<file path="src/rtl/cpx_exc_pkg.sv">
// Shared types and encodings for the coprocessor exception handshake controller.
// Assumes a 2-bit register select and a 3-bit primitive field at the top of the response word.
package cpx_exc_pkg;

    typedef enum logic [2:0] {
        ST_IDLE,
        ST_BUSY,
        ST_EXC_PENDING,
        ST_EXC_READ,
        ST_CLEANUP
    } cpx_state_e;

    typedef enum logic [1:0] {
        CLS_PROTO,
        CLS_ARITH,
        CLS_UNORD,
        CLS_UNIMP
    } cpx_class_e;

    localparam logic [2:0] PRIM_NULL = 3'b000;
    localparam logic [2:0] PRIM_PRE  = 3'b001;
    localparam logic [2:0] PRIM_MID  = 3'b010;

    localparam logic [1:0] SEL_RESP = 2'd0;
    localparam logic [1:0] SEL_CTRL = 2'd1;
    localparam logic [1:0] SEL_CMD  = 2'd2;
    localparam logic [1:0] SEL_OPND = 2'd3;

endpackage

</file>
<file path="src/rtl/cpx_access_check.sv">
// Classifies one host register access against the current handshake state.
// Flags illegal accesses (protocol violations) and decodes the legal events the FSM uses.
// Assumes at most one access per cycle; output is purely combinational.
module cpx_access_check
    import cpx_exc_pkg::*;
#(
    parameter int          DATA_W   = 16,
    parameter logic [15:0] ACK_CODE = 16'h0001
) (
    input  cpx_state_e        state,
    input  logic              acc_valid,
    input  logic              acc_write,
    input  logic [1:0]        acc_sel,
    input  logic [DATA_W-1:0] acc_wdata,
    output logic              illegal,
    output logic              resp_read,
    output logic              ack_write,
    output logic              cmd_write
);

    logic ack_value;
    assign ack_value = (acc_wdata == DATA_W'(ACK_CODE));

    // Decide legality of the access from the register, direction and state.
    always_comb begin
        illegal   = 1'b0;
        resp_read = 1'b0;
        ack_write = 1'b0;
        cmd_write = 1'b0;
        if (acc_valid) begin
            unique case (acc_sel)
                SEL_RESP: begin
                    if (acc_write) illegal   = 1'b1;
                    else           resp_read = 1'b1;
                end
                SEL_CTRL: begin
                    if (acc_write && ack_value && state == ST_EXC_READ) ack_write = 1'b1;
                    else                                                illegal   = 1'b1;
                end
                SEL_CMD: begin
                    if (acc_write && state == ST_IDLE) cmd_write = 1'b1;
                    else                               illegal   = 1'b1;
                end
                default: begin
                    if (state != ST_BUSY) illegal = 1'b1;
                end
            endcase
        end
    end

endmodule

</file>
<file path="src/rtl/cpx_cause_select.sv">
// Picks the single datapath cause to report when several arrive together.
// Order: arithmetic (highest flag index first), then branch-unordered, then unimplemented opcode.
// Protocol violations are ranked above all of these by the FSM, not here.
module cpx_cause_select
    import cpx_exc_pkg::*;
#(
    parameter int                         VEC_W      = 8,
    parameter int                         ARITH_N    = 5,
    parameter logic [ARITH_N*VEC_W-1:0]   ARITH_VECS = {8'd52, 8'd53, 8'd51, 8'd50, 8'd49},
    parameter logic [VEC_W-1:0]           VEC_UNORD  = 8'd48,
    parameter logic [VEC_W-1:0]           VEC_UNIMP  = 8'd11
) (
    input  logic [ARITH_N-1:0] arith_flags,
    input  logic               unord_exc,
    input  logic               unimp_exc,
    output logic               cause_valid,
    output cpx_class_e         cause_class,
    output logic [VEC_W-1:0]   cause_vec
);

    // Lowest-ranked cause first so that higher-ranked ones overwrite it.
    always_comb begin
        cause_valid = 1'b0;
        cause_class = CLS_UNIMP;
        cause_vec   = '0;
        if (unimp_exc) begin
            cause_valid = 1'b1;
            cause_class = CLS_UNIMP;
            cause_vec   = VEC_UNIMP;
        end
        if (unord_exc) begin
            cause_valid = 1'b1;
            cause_class = CLS_UNORD;
            cause_vec   = VEC_UNORD;
        end
        for (int i = 0; i < ARITH_N; i++) begin
            if (arith_flags[i]) begin
                cause_valid = 1'b1;
                cause_class = CLS_ARITH;
                cause_vec   = ARITH_VECS[i*VEC_W +: VEC_W];
            end
        end
    end

endmodule

</file>
<file path="src/rtl/cpx_exc_fsm.sv">
// Handshake state machine: loads the response word, waits for read and acknowledge,
// issues the per-class clean-up pulse and returns to idle.
// Assumes decoded access events and a single selected cause as inputs.
module cpx_exc_fsm
    import cpx_exc_pkg::*;
#(
    parameter int               RESP_W    = 16,
    parameter int               VEC_W     = 8,
    parameter logic [VEC_W-1:0] VEC_PROTO = 8'd13
) (
    input  logic              clk,
    input  logic              rst_n,
    input  logic              illegal,
    input  logic              resp_read,
    input  logic              ack_write,
    input  logic              cmd_write,
    input  logic              op_done,
    input  logic              cause_valid,
    input  cpx_class_e        cause_class,
    input  logic [VEC_W-1:0]  cause_vec,
    output cpx_state_e        state,
    output logic [RESP_W-1:0] resp_word,
    output logic              abort_all,
    output logic              clear_exc
);

    localparam int PRIM_W = 3;

    cpx_state_e        state_q, state_d;
    cpx_class_e        cls_q, cls_d;
    logic [RESP_W-1:0] resp_q, resp_d;
    logic              abort_q, abort_d;
    logic              clear_q, clear_d;

    function automatic logic [RESP_W-1:0] pack_resp(input logic [PRIM_W-1:0] prim,
                                                    input logic [VEC_W-1:0]  vec);
        logic [RESP_W-1:0] w;
        w = '0;
        w[RESP_W-1 -: PRIM_W] = prim;
        w[VEC_W-1:0]          = vec;
        return w;
    endfunction

    // Next-state, next-response and clean-up pulse decision.
    always_comb begin
        state_d = state_q;
        cls_d   = cls_q;
        resp_d  = resp_q;
        abort_d = 1'b0;
        clear_d = 1'b0;
        if (illegal) begin
            state_d = ST_EXC_PENDING;
            cls_d   = CLS_PROTO;
            resp_d  = pack_resp(PRIM_MID, VEC_PROTO);
        end else begin
            unique case (state_q)
                ST_IDLE: begin
                    if (cause_valid) begin
                        state_d = ST_EXC_PENDING;
                        cls_d   = cause_class;
                        resp_d  = pack_resp(PRIM_PRE, cause_vec);
                    end else if (cmd_write) begin
                        state_d = ST_BUSY;
                    end
                end
                ST_BUSY: begin
                    if (cause_valid) begin
                        state_d = ST_EXC_PENDING;
                        cls_d   = cause_class;
                        resp_d  = pack_resp((cause_class == CLS_ARITH) ? PRIM_MID : PRIM_PRE,
                                            cause_vec);
                    end else if (op_done) begin
                        state_d = ST_IDLE;
                    end
                end
                ST_EXC_PENDING: begin
                    if (resp_read) state_d = ST_EXC_READ;
                end
                ST_EXC_READ: begin
                    if (ack_write) begin
                        state_d = ST_CLEANUP;
                        abort_d = (cls_q == CLS_PROTO);
                        clear_d = (cls_q != CLS_PROTO);
                    end
                end
                default: begin
                    state_d = ST_IDLE;
                    resp_d  = pack_resp(PRIM_NULL, '0);
                end
            endcase
        end
    end

    // State and output registers with synchronous active-low reset.
    always_ff @(posedge clk) begin
        if (!rst_n) begin
            state_q <= ST_IDLE;
            cls_q   <= CLS_PROTO;
            resp_q  <= '0;
            abort_q <= 1'b0;
            clear_q <= 1'b0;
        end else begin
            state_q <= state_d;
            cls_q   <= cls_d;
            resp_q  <= resp_d;
            abort_q <= abort_d;
            clear_q <= clear_d;
        end
    end

    assign state     = state_q;
    assign resp_word = resp_q;
    assign abort_all = abort_q;
    assign clear_exc = clear_q;

endmodule

</file>
<file path="src/rtl/cpx_exc_ctrl.sv">
// Top of the coprocessor exception handshake controller.
// Wires access legality, cause priority and the handshake FSM together.
// Assumes host accesses and datapath causes are synchronous to clk.
module cpx_exc_ctrl
    import cpx_exc_pkg::*;
#(
    parameter int                       RESP_W     = 16,
    parameter int                       VEC_W      = 8,
    parameter int                       ARITH_N    = 5,
    parameter logic [ARITH_N*VEC_W-1:0] ARITH_VECS = {8'd52, 8'd53, 8'd51, 8'd50, 8'd49},
    parameter logic [VEC_W-1:0]         VEC_UNORD  = 8'd48,
    parameter logic [VEC_W-1:0]         VEC_UNIMP  = 8'd11,
    parameter logic [VEC_W-1:0]         VEC_PROTO  = 8'd13,
    parameter logic [15:0]              ACK_CODE   = 16'h0001
) (
    input  logic              clk,
    input  logic              rst_n,
    input  logic              acc_valid,
    input  logic              acc_write,
    input  logic [1:0]        acc_sel,
    input  logic [RESP_W-1:0] acc_wdata,
    input  logic [ARITH_N-1:0] arith_flags,
    input  logic              unord_exc,
    input  logic              unimp_exc,
    input  logic              op_done,
    output logic [RESP_W-1:0] resp_word,
    output logic              abort_all,
    output logic              clear_exc
);

    cpx_state_e       state;
    logic             illegal, resp_read, ack_write, cmd_write;
    logic             cause_valid;
    cpx_class_e       cause_class;
    logic [VEC_W-1:0] cause_vec;

    cpx_access_check #(
        .DATA_W  (RESP_W),
        .ACK_CODE(ACK_CODE)
    ) acc_i (
        .state    (state),
        .acc_valid(acc_valid),
        .acc_write(acc_write),
        .acc_sel  (acc_sel),
        .acc_wdata(acc_wdata),
        .illegal  (illegal),
        .resp_read(resp_read),
        .ack_write(ack_write),
        .cmd_write(cmd_write)
    );

    cpx_cause_select #(
        .VEC_W     (VEC_W),
        .ARITH_N   (ARITH_N),
        .ARITH_VECS(ARITH_VECS),
        .VEC_UNORD (VEC_UNORD),
        .VEC_UNIMP (VEC_UNIMP)
    ) sel_i (
        .arith_flags(arith_flags),
        .unord_exc  (unord_exc),
        .unimp_exc  (unimp_exc),
        .cause_valid(cause_valid),
        .cause_class(cause_class),
        .cause_vec  (cause_vec)
    );

    cpx_exc_fsm #(
        .RESP_W   (RESP_W),
        .VEC_W    (VEC_W),
        .VEC_PROTO(VEC_PROTO)
    ) fsm_i (
        .clk        (clk),
        .rst_n      (rst_n),
        .illegal    (illegal),
        .resp_read  (resp_read),
        .ack_write  (ack_write),
        .cmd_write  (cmd_write),
        .op_done    (op_done),
        .cause_valid(cause_valid),
        .cause_class(cause_class),
        .cause_vec  (cause_vec),
        .state      (state),
        .resp_word  (resp_word),
        .abort_all  (abort_all),
        .clear_exc  (clear_exc)
    );

endmodule

</file>
<file path="config.mk">
export PLATFORM = sky130hd
export DESIGN_NAME = cpx_exc_ctrl
export DESIGN_NICKNAME = d
export VERILOG_FILES = /design/src/rtl/cpx_exc_pkg.sv /design/src/rtl/cpx_access_check.sv /design/src/rtl/cpx_cause_select.sv /design/src/rtl/cpx_exc_fsm.sv /design/src/rtl/cpx_exc_ctrl.sv
export SDC_FILE = /design/constraint.sdc
export NUM_CORES = 1
export LEC_CHECK = 0
export BUFFER_PORTS_ARGS = -buffer_cell sky130_fd_sc_hd__buf_4
export CELL_PAD_IN_SITES_DETAIL_PLACEMENT = 0
export CELL_PAD_IN_SITES_GLOBAL_PLACEMENT = 2
export CORE_AREA = 2 2 66 68
export CTS_BUF_LIST = sky130_fd_sc_hd__clkbuf_8
export DETAILED_ROUTE_END_ITERATION = 8
export DIE_AREA = 0 0 68 70
export PLACE_DENSITY = 0.75
export SYNTH_ARGS = -nofsm -noshare
export SYNTH_HDL_FRONTEND = slang
export SYNTH_SLANG_ARGS = --single-unit
</file>
<file path="constraint.sdc">
create_clock -name clk -period 2.25 [get_ports clk]
set_input_delay 0.45 -clock clk [delete_from_list [all_inputs] [get_ports clk]]
set_output_delay 0.45 -clock clk [all_outputs]
set_load 0.02 [all_outputs]
</file>
==> flow_summary.yaml <==
pwr:
  switchingPower_uw: 179
  sw_frac_of_total_pct: 26.8
  p_per_area_mw_per_mm2: 543
  power_frac_comb_pct: 22.4
  clkPwrFrac_pct: 37.1
  leakage_uw: 0.000534
  p_seq_share_pct: 40.5
  p_int_uw: 489
  irDropWorstVdd_mv: 0.237
final_layout:
  final_area_sq_mm: 0.00123
  drive_gt1_share_pct: 36.9
  final_nets: 180
  antennaDiodeCount: 0
  area.growth.synth_to_final_pct: 49.2
synthesis:
  synth_top_family_by_area: "simple AND/OR/NAND/NOR gates"
  yosysTopAreaCellShare_pct: 33.9
  syn_area_sq_um: 826
  ys_warn_count: 0
  yosysTopAreaCell: "dfxtp_1"
  synthSimpleGateAreaFrac_pct: 29.7
  synth_xor_area_share_pct: 0
  ys_ff_latch: 14
  synth_cell_types: 35
  synth_compound_area_share_pct: 23.8
  synth_mux_area_share_pct: 1.21
  synth_most_common_cell: "dfxtp_1"
  synthAdderAreaFrac_pct: 0
  synth_common_cells: "dfxtp_1, nor2_1, a21oi_1"
  synth_area_per_cell_sq_um: 7.94
  syn_inst: 104
  synth_area_leaders: "dfxtp_1, buf_4, a21oi_1, nor2_1, nand2_1"
  synth-async-reset-ratio_pct: 0
  synthFlopType: "dfxtp_1"
  ys_seq_area_share_pct: 33.9
  synth_edf_count: 0
floorplanning:
  fp.dieW_um: 68
  core_sq_mm: 0.00414
  start_util_pct: 19.9
  num_rows: 24
  ioPinCount: 48
  die-area_sq_mm: 0.00476
  die_y_um: 70
worst_setup_path:
  worst_ep_arrival_time_ps: 2230
  critPathBufInv: 1
  critical_path.top_delay_family: "simple AND/OR/NAND/NOR gates"
  cpPeakStageDelay_ps: 520
  cp_data_required_time_ps: 2380
  worstPathMaxFanout: 4
  crit_type: "primary input to flop"
  cp-end-kind: "flop"
  path_cells: "buf_4, or4_4, or4_4, a2111oi_1, or4b_1, a21oi_1"
  timing.critical_path.mode_cell: "or4_4"
  startpoint_type: "primary input"
  slowest_stage: "or4_4"
cts:
  clock-sinks: 14
  cts_resized: 0
  cts_tree: "yes"
  cts_buffers: 3
  worstSkewPairLatency_ps: 250
  root_buffer: "clkbuf_8"
  cts_htree_levels: 1
  ctsHoldBuffers: 0
  postCtsSetupBuffers: 0
  clock_path_buffers: 2
  clkTransAtPathRegs_ps: 60
sta:
  fin_ws_ps: 145
  post-route-period-util_pct: 93.5
  finalCriticalPeriod_ps: 2100
  tns_ps: 0
  fin_skew_ps: 2.64
  slew_violations: 0
  whs_ps: 445
  hold_viol: 0
  rsz0062_at_grt: "false"
  fmax_mhz: 475
  setup_viol: 0
detailed_routing:
  first_pass_iters: 4
  detail-route-antenna-nets: 0
  via_per_inst: 4.57
  drcViolationCount: 0
  drt_iter0_drc: 21
  wl_per_cell_um: 12.2
  vias: 918
  drt_wl_total_um: 2440
grt:
  grt.total_usage_pct: 10.4
  grt_pass1_wl_um: 3860
  grt_max_degree: 12
  antenna_found_initial: 0
  grt.overflow.total: 0
  grt_pass1_vias: 922
job:
  maxCapViolCount: 0
placement:
  dp_hpwl_um: 2060
  gp_congestion: 0.816
  dpl_cell_area_sq_mm: 0.00118
  port_buffers: 39
  place_worst_setup_slack_ps: -179
outcome:
  status: "completed"
hold_path:
  hold_class: "primary input to flop"
## registers in the layout (all words and copies together), names as in the netlist
register	count
fsm_i.abort_all	1
fsm_i.state	3
fsm_i.resp_word	7
fsm_i.clear_exc	1
fsm_i.cls_q	2
## worst paths after layout
path / end / startpoint / cells past startpoint / slack, ps
worst max register to register: fsm_i.cls_q[0]$_SDFFE_PP0P_ / fsm_i.state[1]$_SDFFE_PN0P_ / 5 / 440
worst min register to register: fsm_i.resp_word[13]$_SDFFE_PP0P_ / fsm_i.resp_word[13]$_SDFFE_PP0P_ / 2 / 460
worst max-delay path: fsm_i.state[0]$_SDFFE_PP0P_ / arith_flags[4] / 6 / 150
worst min-delay path: fsm_i.cls_q[0]$_SDFFE_PP0P_ / unord_exc / 2 / 440
## metal layers
layer  vias to the layer above  share of wire, %  wire, um  GRT usage, %
met4                         0               1.8        44          4.67
met2                        42                43      1060          16.4
met3                         5               8.9       218          2.25
met1                       413                46      1120          13.3
li1                        458                 -         -             -
met5                         -                 0         0             0
## cell families after synthesis
kind of cell	after synthesis
AND/OR/NAND/NOR	44
other	1
buffers and inverters	15
AO/OA/AOI/OAI	29
flip-flops	14
multiplexers	1
## layout by cell type, fill, tap and decap left out, types with 2 or more instances in the layout
cell      count
nand2_1       8
nor2_1       12
a21oi_1      11
nor3_1        3
or4_4         2
a31oi_1       2
dfxtp_1      14
nor2b_1       3
nor4_1        4
conb_1        8
o21ai_0       4
or2_2         3
inv_1         5
o221ai_1      2
nand4_1       2
buf_4        44
clkbuf_8      4
## through the flow
step	power [uW]	util, %	cells
final	669	29.7	201
after detailed placement	427	28.4	197
after global placement	425	28.4	197
after floorplan	358	-	111
after global routing	700	29.7	201
after CTS	675	29.7	201
## worst register-to-register path, cell delays in order (launching register included)
cell and delay (ps):
dfxtp_1 440, or2b_1 330, or2_2 310, o21bai_1 160, nand3_1 240, a311oi_1 250
## power by group through the flow
stage	clock (uW)	sequential, uW	combinational (uW)
after floorplan	0	284	74.1
after global placement	0	277	149
after detailed placement	0	277	151
after CTS	253	271	151
after global routing	262	273	165
final	248	271	150
## layout make-up
type	count	area, sq um
fillers	466	2910
multi-input cells	82	483
repair buffers	44	330
flip-flops and latches	14	280
well taps	52	65.1
clock buffers	4	55.1
inverters	5	18.8
(Power assumes the default switching activity.)
